## config.mk

```make
export PLATFORM = sky130hd
export DESIGN_NAME = fir_attn
export DESIGN_NICKNAME = d
export VERILOG_FILES = /design/src/rtl/fir_attn.sv
export SDC_FILE = /design/constraint.sdc
export NUM_CORES = 1
export LEC_CHECK = 0
export BUFFER_PORTS_ARGS = -buffer_cell sky130_fd_sc_hd__buf_4
export CAP_MARGIN = 40
export CELL_PAD_IN_SITES_DETAIL_PLACEMENT = 0
export CELL_PAD_IN_SITES_GLOBAL_PLACEMENT = 1
export CORE_MARGIN = 8
export CORE_UTILIZATION = 38
export DETAILED_ROUTE_END_ITERATION = 8
export PLACE_DENSITY_LB_ADDON = 0.1
export REMOVE_ABC_BUFFERS = 1
export SLEW_MARGIN = 25
export SYNTH_ARGS = -nofsm -noshare
export SYNTH_HDL_FRONTEND = slang
export SYNTH_SLANG_ARGS = --single-unit
```

## constraint.sdc

```tcl
create_clock -name clk -period 1.95 [get_ports clk]
set_input_delay 0.0975 -clock clk [delete_from_list [all_inputs] [get_ports clk]]
set_output_delay 0.0975 -clock clk [all_outputs]
set_load 0.02 [all_outputs]
```

## src/rtl/fir_attn.sv

```systemverilog
module fir_attn #(
  parameter int W = 64,
  parameter int AW = 16,
  parameter logic [AW-1:0] BASE = 16'h0800
) (
  input  logic          clk,
  input  logic          rst,
  input  logic [W-1:0]  evt_i,
  input  logic [AW-1:0] addr_i,
  input  logic          wr_i,
  input  logic          rd_i,
  input  logic [W-1:0]  wdata_i,
  output logic [W-1:0]  rdata_o,
  output logic          err_o,
  output logic          chkstop_o,
  output logic          recov_o
);
  localparam int OW = 3;

  logic [W-1:0] fault, mask, act0, act1;
  logic [OW-1:0] off;
  logic hit, wr_hit;

  assign off    = addr_i[OW-1:0];
  assign hit    = addr_i[AW-1:OW] == BASE[AW-1:OW];
  assign wr_hit = wr_i && hit;

  always_ff @(posedge clk) begin
    if (rst) fault <= '0;
    else if (wr_hit && off == 3'd0) fault <= wdata_i | evt_i;
    else if (wr_hit && off == 3'd1) fault <= (fault & wdata_i) | evt_i;
    else fault <= fault | evt_i;
  end

  always_ff @(posedge clk) begin
    if (rst) mask <= '1;
    else if (wr_hit) begin
      case (off)
        3'd2: mask <= mask & wdata_i;
        3'd4: mask <= wdata_i;
        3'd5: mask <= mask | wdata_i;
        default: mask <= mask;
      endcase
    end
  end

  always_ff @(posedge clk) begin
    if (rst) begin
      act0 <= '0;
      act1 <= '0;
    end else begin
      if (wr_hit && off == 3'd6) act0 <= wdata_i;
      if (wr_hit && off == 3'd7) act1 <= wdata_i;
    end
  end

  always_ff @(posedge clk) begin
    if (rst || !rd_i) begin
      rdata_o <= '0;
      err_o   <= 1'b0;
    end else if (!hit) begin
      rdata_o <= '0;
      err_o   <= 1'b1;
    end else begin
      err_o <= 1'b0;
      case (off)
        3'd0: rdata_o <= fault;
        3'd3: rdata_o <= mask;
        3'd6: rdata_o <= act0;
        3'd7: rdata_o <= act1;
        default: begin
          rdata_o <= '0;
          err_o   <= 1'b1;
        end
      endcase
    end
  end

  assign chkstop_o = |(fault & ~mask & ~act0 & ~act1);
  assign recov_o   = |(fault & ~mask & ~act0 & act1);
endmodule

```

==> impl_metrics.ini, run 1 <==
[place]
dp_hpwl_mm = 35.78
gp_routability_congestion = 0.8306
port_buffers = 214

[power_and_ir_drop]
total_power_uw = 14800
static-leakage-power_uw = 0.008156
switchingPower_uw = 3344
p_comb_share_pct = 8.2
powerDensity_nw_per_um2 = 726.9
switching_share_of_total_power_pct = 22.60
vdd_drop_max_uv = 551.3
cell_internal_pwr_uw = 11450
portion_of_total_power_attributed_to_sequential_cells_pct = 45.4
relative_contribution_of_the_clock_network_to_total_power_pct = 46.4

[clocking]
clock_latency_ns = 0.52
tritoncts = yes
cts_root_buffer = clkbuf_16
cts-root-to-sink-buffers = 3
clock_sink_count = 321
clk_pin_slew_worst_paths_ns = 0.06
cts_buffers = 38
ctsHtreeMaxLevel = 2

[global_route]
grt_antenna_before_repair = 4
first_pass_grt_wire_length_mm = 84.46
grt_pass1_vias = 14910
overflow = 0
track_usage_pct = 25.52
grt_max_degree = 65

[outcome]
result_of_the_run = finished with violations
violated_checks = negative setup slack

[synth]
synth.top_cell.area_share_pct = 48.28
synth_top_area_cell = dfxtp_1
combinational_family_with_the_most_area_after_synthesis = simple AND/OR/NAND/NOR gates
synth.distinct_cells = 35
synth_edf_count = 0
synth_warnings = 0
synth_xor_area_share_pct = 0.06580
asyncSetResetFlopFracSynth_pct = 0
yosys.area_share.simple_pct = 25.74
synth-main-ff-cell = dfxtp_1
synth_mux_area_share_pct = 0
synthesis.instances = 1636
synth_adder_area_share_pct = 0
yosys_register_bits = 321
mappedNetlistArea_um2 = 13310
fraction_of_the_mapped_netlist_area_in_compound_gates_pct = 22.46
synth_area_leaders = dfxtp_1, a21oi_1, nand2_1
synth.yosys.seq_area_share_pct = 48.28
postSynthAreaPerCell_um2 = 8.136

[setup_path]
r2r_setup_slack_ns = 0.90
critical_path_class = reg2out
r2r-end = rdata_o[59]$_SDFF_PP0_
endpoint = chkstop_o
critPathRequiredTime_ns = 1.85
worstSetupEndpointType = output pin
worstSetupStartpoint = act1[23]$_SDFFE_PP0P_
worstSetupStartpointType = register
startpoint_of_the_worst_register_to_register_path = act0[59]$_SDFFE_PP0P_
reg2regPathDepth = 4
worstPathArrival_ns = 2.72
crit_path_max_fanout = 2

[floorplanning]
core_um2 = 34540
vert_die_dim_um = 203.2
ios = 215
std_cell_rows = 68
initial_util_pct = 38.53
die_wd_um = 203.2
dieArea_um2 = 41270

[timing]
finalCriticalPeriod_ns = 2.820
max_freq_mhz = 354.6
max-slew-margin-rel_pct = 48.50
rsz0062_at_grt = true
final.period_utilization_pct = 144.6
timing.final.setup_violations = 2
skew_ns = 0.02010
setup_ws_ns = -0.8703
slew_violations = 0
hold_viol_final = 0
worst_pin_slew_ns = 0.7618

[hold_path]
worstHoldPathType = in2reg

[drt]
drc = 0
detailedRoute.firstIterationViolations = 1041
route.detailed.wl_per_inst_um = 20.20
vias = 14760
detail-route-antenna-nets = 0
detail_route.wirelength_mm = 54.49
first_pass_iters = 5
vias_per_cell = 5.473

[finish]
multiInputGateArea_um2 = 6524
final_common_cell = buf_4
area_growth_pct = 52.91
finalNetCount = 2362
layout_common_cells = buf_4, dfxtp_1, nand2_1, a21oi_1, nor3_1
fillCellCount = 3138
fin_util_pct = 58.92
register_area_um2 = 6435
drive_above_1_share_pct = 26.95

[run]
maxCapViolCount = 0
power by group through the flow:
stage | clock network (µW) | logic [µW] | registers, µW
finish | 6860 | 1220 | 6710
global route | 7280 | 1300 | 6720
CTS | 6990 | 1210 | 6710
detailed placement | 0 | 995 | 6850
global placement | 0 | 989 | 6850
floorplan | 0 | 256 | 6860
routing by layer:
layer | global-route usage [%] | part of all wire (%) | routed length [µm]
met1 | 32.51 | 43 | 23220
met2 | 44.24 | 49 | 26450
met3 | 4.157 | 6.3 | 3457
met4 | 6.915 | 2.4 | 1326
met5 | 0 | 0.062 | 34
cell families after synthesis:
logic type	after synthesis
simple gates	706
compound gates	489
flops	321
buf+inv	119
xor+xnor	1
metrics by stage:
| step | worst slack, ns | TNS, ns | instances | instance area [µm²] | hold WS [ns] |
|---|---|---|---|---|---|
| 2_1_floorplan | -2.778 | -594.81 | 1519 | 12860 | 0.1666 |
| 3_3_place_gp | -0.5249 | -15.82 | 2497 | 17770 | 0.3681 |
| 3_5_place_dp | -0.5401 | -20.39 | 2497 | 17770 | 0.3824 |
| 4_1_cts | -0.9671 | -1.848 | 2696 | 20350 | 0.03251 |
| 5_1_grt | -0.9624 | -1.858 | 2697 | 20350 | 0.06354 |
| 6_report | -0.8703 | -1.712 | 2697 | 20350 | 0.04247 |
cell type report:
cell class,instances,share of cell area [%]
diodes,1,0.01229
clock inverters,4,0.2397
clock buffers,63,5.631
multi-input cells,1196,32.05
flip-flops and latches,321,31.62
inverters,2,0.03688
well taps,455,2.797
repair buffers,655,27.61
worst min path at each step:
stage	slack, ns	start	cells past startpoint	end
floorplan	0.17	rst	1	act0[0]$_SDFFE_PP0P_
global placement	0.37	evt_i[6]	3	fault[6]$_SDFF_PP0_
detailed placement	0.38	evt_i[6]	3	fault[6]$_SDFF_PP0_
CTS	0.03	addr_i[8]	5	err_o$_SDFF_PP0_
global route	0.06	addr_i[8]	5	err_o$_SDFF_PP0_
finish	0.04	addr_i[8]	5	err_o$_SDFF_PP0_
state kept, by name, summed over array words and instances, names as in the netlist:
| name | cells |
|---|---|
| act0 | 64 |
| act1 | 64 |
| fault | 64 |
| mask | 64 |
| rdata_o | 64 |
| err_o | 1 |
what timing repair did:
item	4_1_cts	5_1_grt
pin swaps	10	4
hold buffers	130	0
resized for setup	18	1
setup buffers	2	0
endpoints found under the setup margin	2	2
endpoints found under the hold margin	257	0
cloned	0	0
cells in the mapped netlist, drive strengths merged (10+ instances only):
library cell,number
a21oi,257
o21bai,64
clkbuf,98
nor4b,45
dfxtp,321
nor4,13
nand2,281
nor2,103
nor3,206
nand4,10
buf,19
a31oi,30
a22oi,128
nor4bb,23
critical path: stages, from the launching register on:
cell	delay, ns
dfxtp_2	0.33
buf_6	0.10
nor4b_4	0.04
nor4_1	0.29
buf_4	0.19
o2111ai_2	0.09
or4_1	0.54
or4_4	0.48
buf_6	0.16
No activity file was read; power rests on OpenSTA's default activity.
==> run 2: changes to the inputs <==
- TNS_END_PERCENT: not set -> 30
==> run 2 against run 1 <==
The flow still finishes with violations (negative setup slack). Sequential power about the same. Non-clock buffer count unchanged. Via count decreased by 0.35%. Final area about the same. Combinational power about the same. Maximum frequency decreased by 3.2%. Critical path depth decreased by 2.
==> impl_metrics.ini, run 2 (synthesis results as in run 1) <==
[place]
placed_instance_count = 2497
gp_routability_congestion = 0.8306
dp_hpwl_mm = 35.78
dpl_cell_area_um2 = 17770
port_buffers = 214

[power_and_ir_drop]
cell_internal_pwr_uw = 11450
switchingPower_uw = 3357
p_comb_share_pct = 8.2
relative_contribution_of_the_clock_network_to_total_power_pct = 46.4
static-leakage-power_uw = 0.008147
vdd_drop_max_uv = 552.4
switching_share_of_total_power_pct = 22.67
powerDensity_nw_per_um2 = 728.0
portion_of_total_power_attributed_to_sequential_cells_pct = 45.3
total_power_uw = 14810

[finish]
finalInstanceArea_um2 = 20340
final_common_cell = buf_4
final_cells = 2697
fillCellCount = 3143
finalNetCount = 2362
drive_above_1_share_pct = 26.86
area_growth_pct = 52.83
layout_common_cells = buf_4, dfxtp_1, nand2_1, a21oi_1, nor3_1
register_area_um2 = 6434
multiInputGateArea_um2 = 6514

[drt]
first_pass_iters = 6
detailedRoute.firstIterationViolations = 1053
route.detailed.wl_per_inst_um = 20.24
detail_route.wirelength_mm = 54.60
vias = 14710
drc = 0
detail-route-antenna-nets = 0
vias_per_cell = 5.453

[clocking]
cts-root-to-sink-buffers = 3
clk_pin_slew_worst_paths_ns = 0.06
ctsHtreeMaxLevel = 2
tritoncts = yes
cts_buffers = 38
clock_sink_count = 321
cts_root_buffer = clkbuf_16
clock_latency_ns = 0.52

[global_route]
global_route.usage.met3_pct = 4.157
groute.layer.met2.usage_pct = 44.21
grt_antenna_before_repair = 4
groute.layer.met1.usage_pct = 32.48
track_usage_pct = 25.50
first_pass_grt_wire_length_mm = 84.43
grt_busiest_layer = met2
grt_pass1_vias = 14910
overflow = 0
grt_max_degree = 65

[floorplanning]
initial_util_pct = 38.53
die_wd_um = 203.2
std_cell_rows = 68
vert_die_dim_um = 203.2
dieArea_um2 = 41270
core_um2 = 34540
ios = 215

[timing]
worst_hold_slack_ns = 0.04322
timing.setup.tns_ns = -1.916
skew_ns = 0.01853
max-slew-margin-rel_pct = 48.08
rsz0062_at_grt = true
worst_pin_slew_ns = 0.7680
timing.final.setup_violations = 2
final.period_utilization_pct = 149.4
hold_viol_final = 0
setup_ws_ns = -0.9635
finalCriticalPeriod_ns = 2.914
slew_violations = 0
max_freq_mhz = 343.2

[outcome]
result_of_the_run = finished with violations
violated_checks = negative setup slack

[hold_path]
hold_path.startpoint = addr_i[8]
worstHoldPathType = in2reg

[setup_path]
crit_path_max_fanout = 2
startpoint_of_the_worst_register_to_register_path = act0[59]$_SDFFE_PP0P_
worstSetupEndpointType = output pin
worstSetupStartpointType = register
worstSetupStartpoint = fault[5]$_SDFF_PP0_
critPathRequiredTime_ns = 1.85
worstPathArrival_ns = 2.82
critical_path_class = reg2out

[run]
maxCapViolCount = 0
[run 2: cell counts in the layout (fill, tap and decap cells not counted)]
No cell type changed its count.
[run 2: power groups by stage]
stage,clock (µW),combinational (µW),sequential [µW]
after floorplan,0,256,6860
after global placement,0,989,6850
after detailed placement,0,995,6850
after CTS,6990,1210,6710
after global routing,7280,1300,6720
final,6870,1220,6710
[run 2: worst max-delay path, stage by stage (launching register included)]
cell and delay [ns]:
dfxtp_2 0.32, nor4bb_1 0.13, a31oi_1 0.28, nand4_1 0.30, or4_4 0.59, or4_4 0.52, buf_6 0.15
[run 2: routing by layer]
layer	part of all wire [%]	up-vias
li1	-	7129
met2	49	455
met4	2.2	6
met1	43	7034
met3	5.9	84
met5	0.062	-
[run 2: cell type report]
class	count	area share [%]
Timing Repair Buffer	655	27.63
Tap cell	455	2.799
Multi-Input combinational cell	1196	32.02
Inverter	2	0.03690
Antenna cell	1	0.01230
Clock inverter	4	0.2399
Sequential cell	321	31.63
Clock buffer	63	5.634
[run 2: per-stage QoR]
stage / setup WS [ns] / util, %
floorplan: -2.778 / -
detailed placement: -0.5401 / 51.44
finish: -0.9635 / 58.89
CTS: -0.9671 / 58.75
global route: -1.009 / 58.89
global placement: -0.5249 / 51.44
[run 2: worst paths after layout]
check	to	slack, ns	cells past startpoint
worst max-delay path	recov_o	-0.96	6
worst min-delay path	err_o$_SDFF_PP0_	0.04	5
worst max register to register	rdata_o[59]$_SDFF_PP0_	0.91	4
worst min register to register	act1[1]$_SDFFE_PP0P_	0.47	2
[run 2: timing repair]
item,4_1_cts,5_1_grt
pin swaps,6,5
hold buffers,130,0
hold endpoints to repair,257,0
gates resized for setup,7,10
endpoints found under the setup margin,2,2
buffers inserted,1,1
==> run 3: changes to the inputs <==
- CORE_UTILIZATION: 38 -> 45
- clock period: 1.95 -> 3.4 ns (I/O delays scaled with it)
==> run 3 against run 2 <==
The run now ends clean. Clock-buffer cell count down 4. Die area down 14%. Register-to-register slack better by 1.6 ns. Critical path depth up 1. Combinational power down 54%. Clock skew down 0.0094 ns. Final cell count down 13%. Wire length down 11%. Largest cell class unchanged.
==> impl_metrics.ini, run 3 (synthesis results as in run 1) <==
[global_route]
grt_pass1_vias = 13600
grt_max_degree = 185
track_usage_pct = 26.55
first_pass_grt_wire_length_mm = 76.00
grt_antenna_before_repair = 0
overflow = 0

[finish]
final_common_cell = dfxtp_1
finalInstanceArea_um2 = 17950
layout_common_cells = dfxtp_1, nand2_1, a21oi_1, buf_4, nor3_1
fillCellCount = 2610
drive_above_1_share_pct = 15.64
finalNetCount = 2091
final_cells = 2359
area_growth_pct = 34.85
antenna_cells = 0

[setup_path]
worstSetupStartpointType = register
critPathRequiredTime_ns = 3.23
crit_path_max_fanout = 4
critical_path_class = reg2out
worstSetupEndpointType = output pin
r2r_setup_slack_ns = 2.51
worstPathArrival_ns = 3.02

[clocking]
clk_pin_slew_worst_paths_ns = 0.06
cts_buffers = 37
clock_sink_count = 321
cts-root-to-sink-buffers = 3
post_cts_resized = 0
clock_latency_ns = 0.52
ctsHtreeMaxLevel = 2
cts_root_buffer = clkbuf_16
tritoncts = yes

[power_and_ir_drop]
powerDensity_nw_per_um2 = 467.2
switchingPower_uw = 1874
cell_internal_pwr_uw = 6512
static-leakage-power_uw = 0.006762
p_comb_share_pct = 6.8
switching_share_of_total_power_pct = 22.35
relative_contribution_of_the_clock_network_to_total_power_pct = 47.0
portion_of_total_power_attributed_to_sequential_cells_pct = 46.2
vdd_drop_max_uv = 449.1

[drt]
top_layer = met4
vias_per_cell = 5.805
routedLengthMet1_mm = 21.14
detail_route.wirelength_mm = 48.71
drc = 0
route.detailed.wl_per_inst_um = 20.65
wl_met3_mm = 3.128
first_pass_iters = 6
detailedRoute.firstIterationViolations = 1173
detail-route-antenna-nets = 0
vias = 13700
met2_length_mm = 23.20

[floorplanning]
initial_util_pct = 45.27
core_um2 = 29400
vert_die_dim_um = 188.0
die_wd_um = 188.0
std_cell_rows = 63
dieArea_um2 = 35340
ios = 215

[place]
gp_routability_congestion = 0.8201
dp_hpwl_mm = 29.32
placed_instance_count = 2149
port_buffers = 214
dpl_cell_area_um2 = 15290

[timing]
rsz0062_at_grt = false
timing.final.setup_violations = 0
final.period_utilization_pct = 93.68
max_freq_mhz = 314.0
max-slew-margin-rel_pct = 34.16
timing.setup.tns_ns = 0
finalCriticalPeriod_ns = 3.185
slew_violations = 0
worst_pin_slew_ns = 0.9876
skew_ns = 0.009144
hold_viol_final = 0

[run]
maxCapViolCount = 0

[hold_path]
worstHoldPathType = in2reg

[outcome]
result_of_the_run = finished clean
==> run 3: cell types whose count changed in the layout (fill, tap and decap cells not counted), moves of 6 or more <==
cell,delta
dfxtp_2,-6
buf_4,-260
dlygate4sd3_1,+15
clkbuf_1,-6
dfxtp_1,+6
buf_12,-22
==> run 3: path summary, 6_finish.rpt <==
| path | end | cells after the start | startpoint |
|---|---|---|---|
| worst min register to register | act0[45]$_SDFFE_PP0P_ | 2 | act0[45]$_SDFFE_PP0P_ |
| worst min-delay path | err_o$_SDFF_PP0_ | 5 | addr_i[7] |
| worst max-delay path | chkstop_o | 7 | fault[54]$_SDFF_PP0_ |
| worst max register to register | rdata_o[57]$_SDFF_PP0_ | 2 | fault[57]$_SDFF_PP0_ |
==> run 3: critical path: stages (launching register included) <==
cell and delay (ns):
dfxtp_1 0.34, nor4b_1 0.15, nor4_1 0.48, buf_4 0.20, o2111ai_1 0.10, or4_1 0.46, or4_1 0.58, buf_4 0.20
==> run 3: stage by stage <==
step	hold slack, ns	setup slack [ns]	power (µW)	utilization, %
2_1_floorplan	0.2391	-1.400	4084	-
3_3_place_gp	0.4401	0.7275	4390	51.86
3_5_place_dp	0.4523	0.7361	4395	51.99
4_1_cts	0.1062	0.2044	8431	61.05
5_1_grt	0.1325	0.1426	8665	61.05
6_report	0.1005	0.2148	8386	61.05
==> run 3: layout make-up <==
cell class	count	area (µm²)	share of cell area [%]
Sequential cell	321	6426	35.80
Clock inverter	6	58.81	0.3276
Inverter	2	7.507	0.04183
Multi-Input combinational cell	1196	6472	36.06
Tap cell	390	488.0	2.719
Timing Repair Buffer	385	3344	18.63
Clock buffer	59	1151	6.413
==> run 3: power by group through the flow <==
| stage | registers [µW] | logic, µW | clock network [µW] |
|---|---|---|---|
| 2_1_floorplan | 3940 | 147 | 0 |
| 3_3_place_gp | 3950 | 437 | 0 |
| 3_5_place_dp | 3960 | 440 | 0 |
| 4_1_cts | 3870 | 560 | 4000 |
| 5_1_grt | 3880 | 607 | 4180 |
| 6_report | 3870 | 567 | 3940 |
==> run 3: what timing repair did <==
action,CTS,global route
setup buffers,0,0
hold buffers,145,0
endpoints found under the hold margin,257,0
==> run 3: routing by layer <==
layer  vias up  global-route usage [%]
met5         -                       0
met4         0                   7.848
met3        82                   4.160
met2       495                   45.17
met1      6553                   34.18
li1       6565                       -
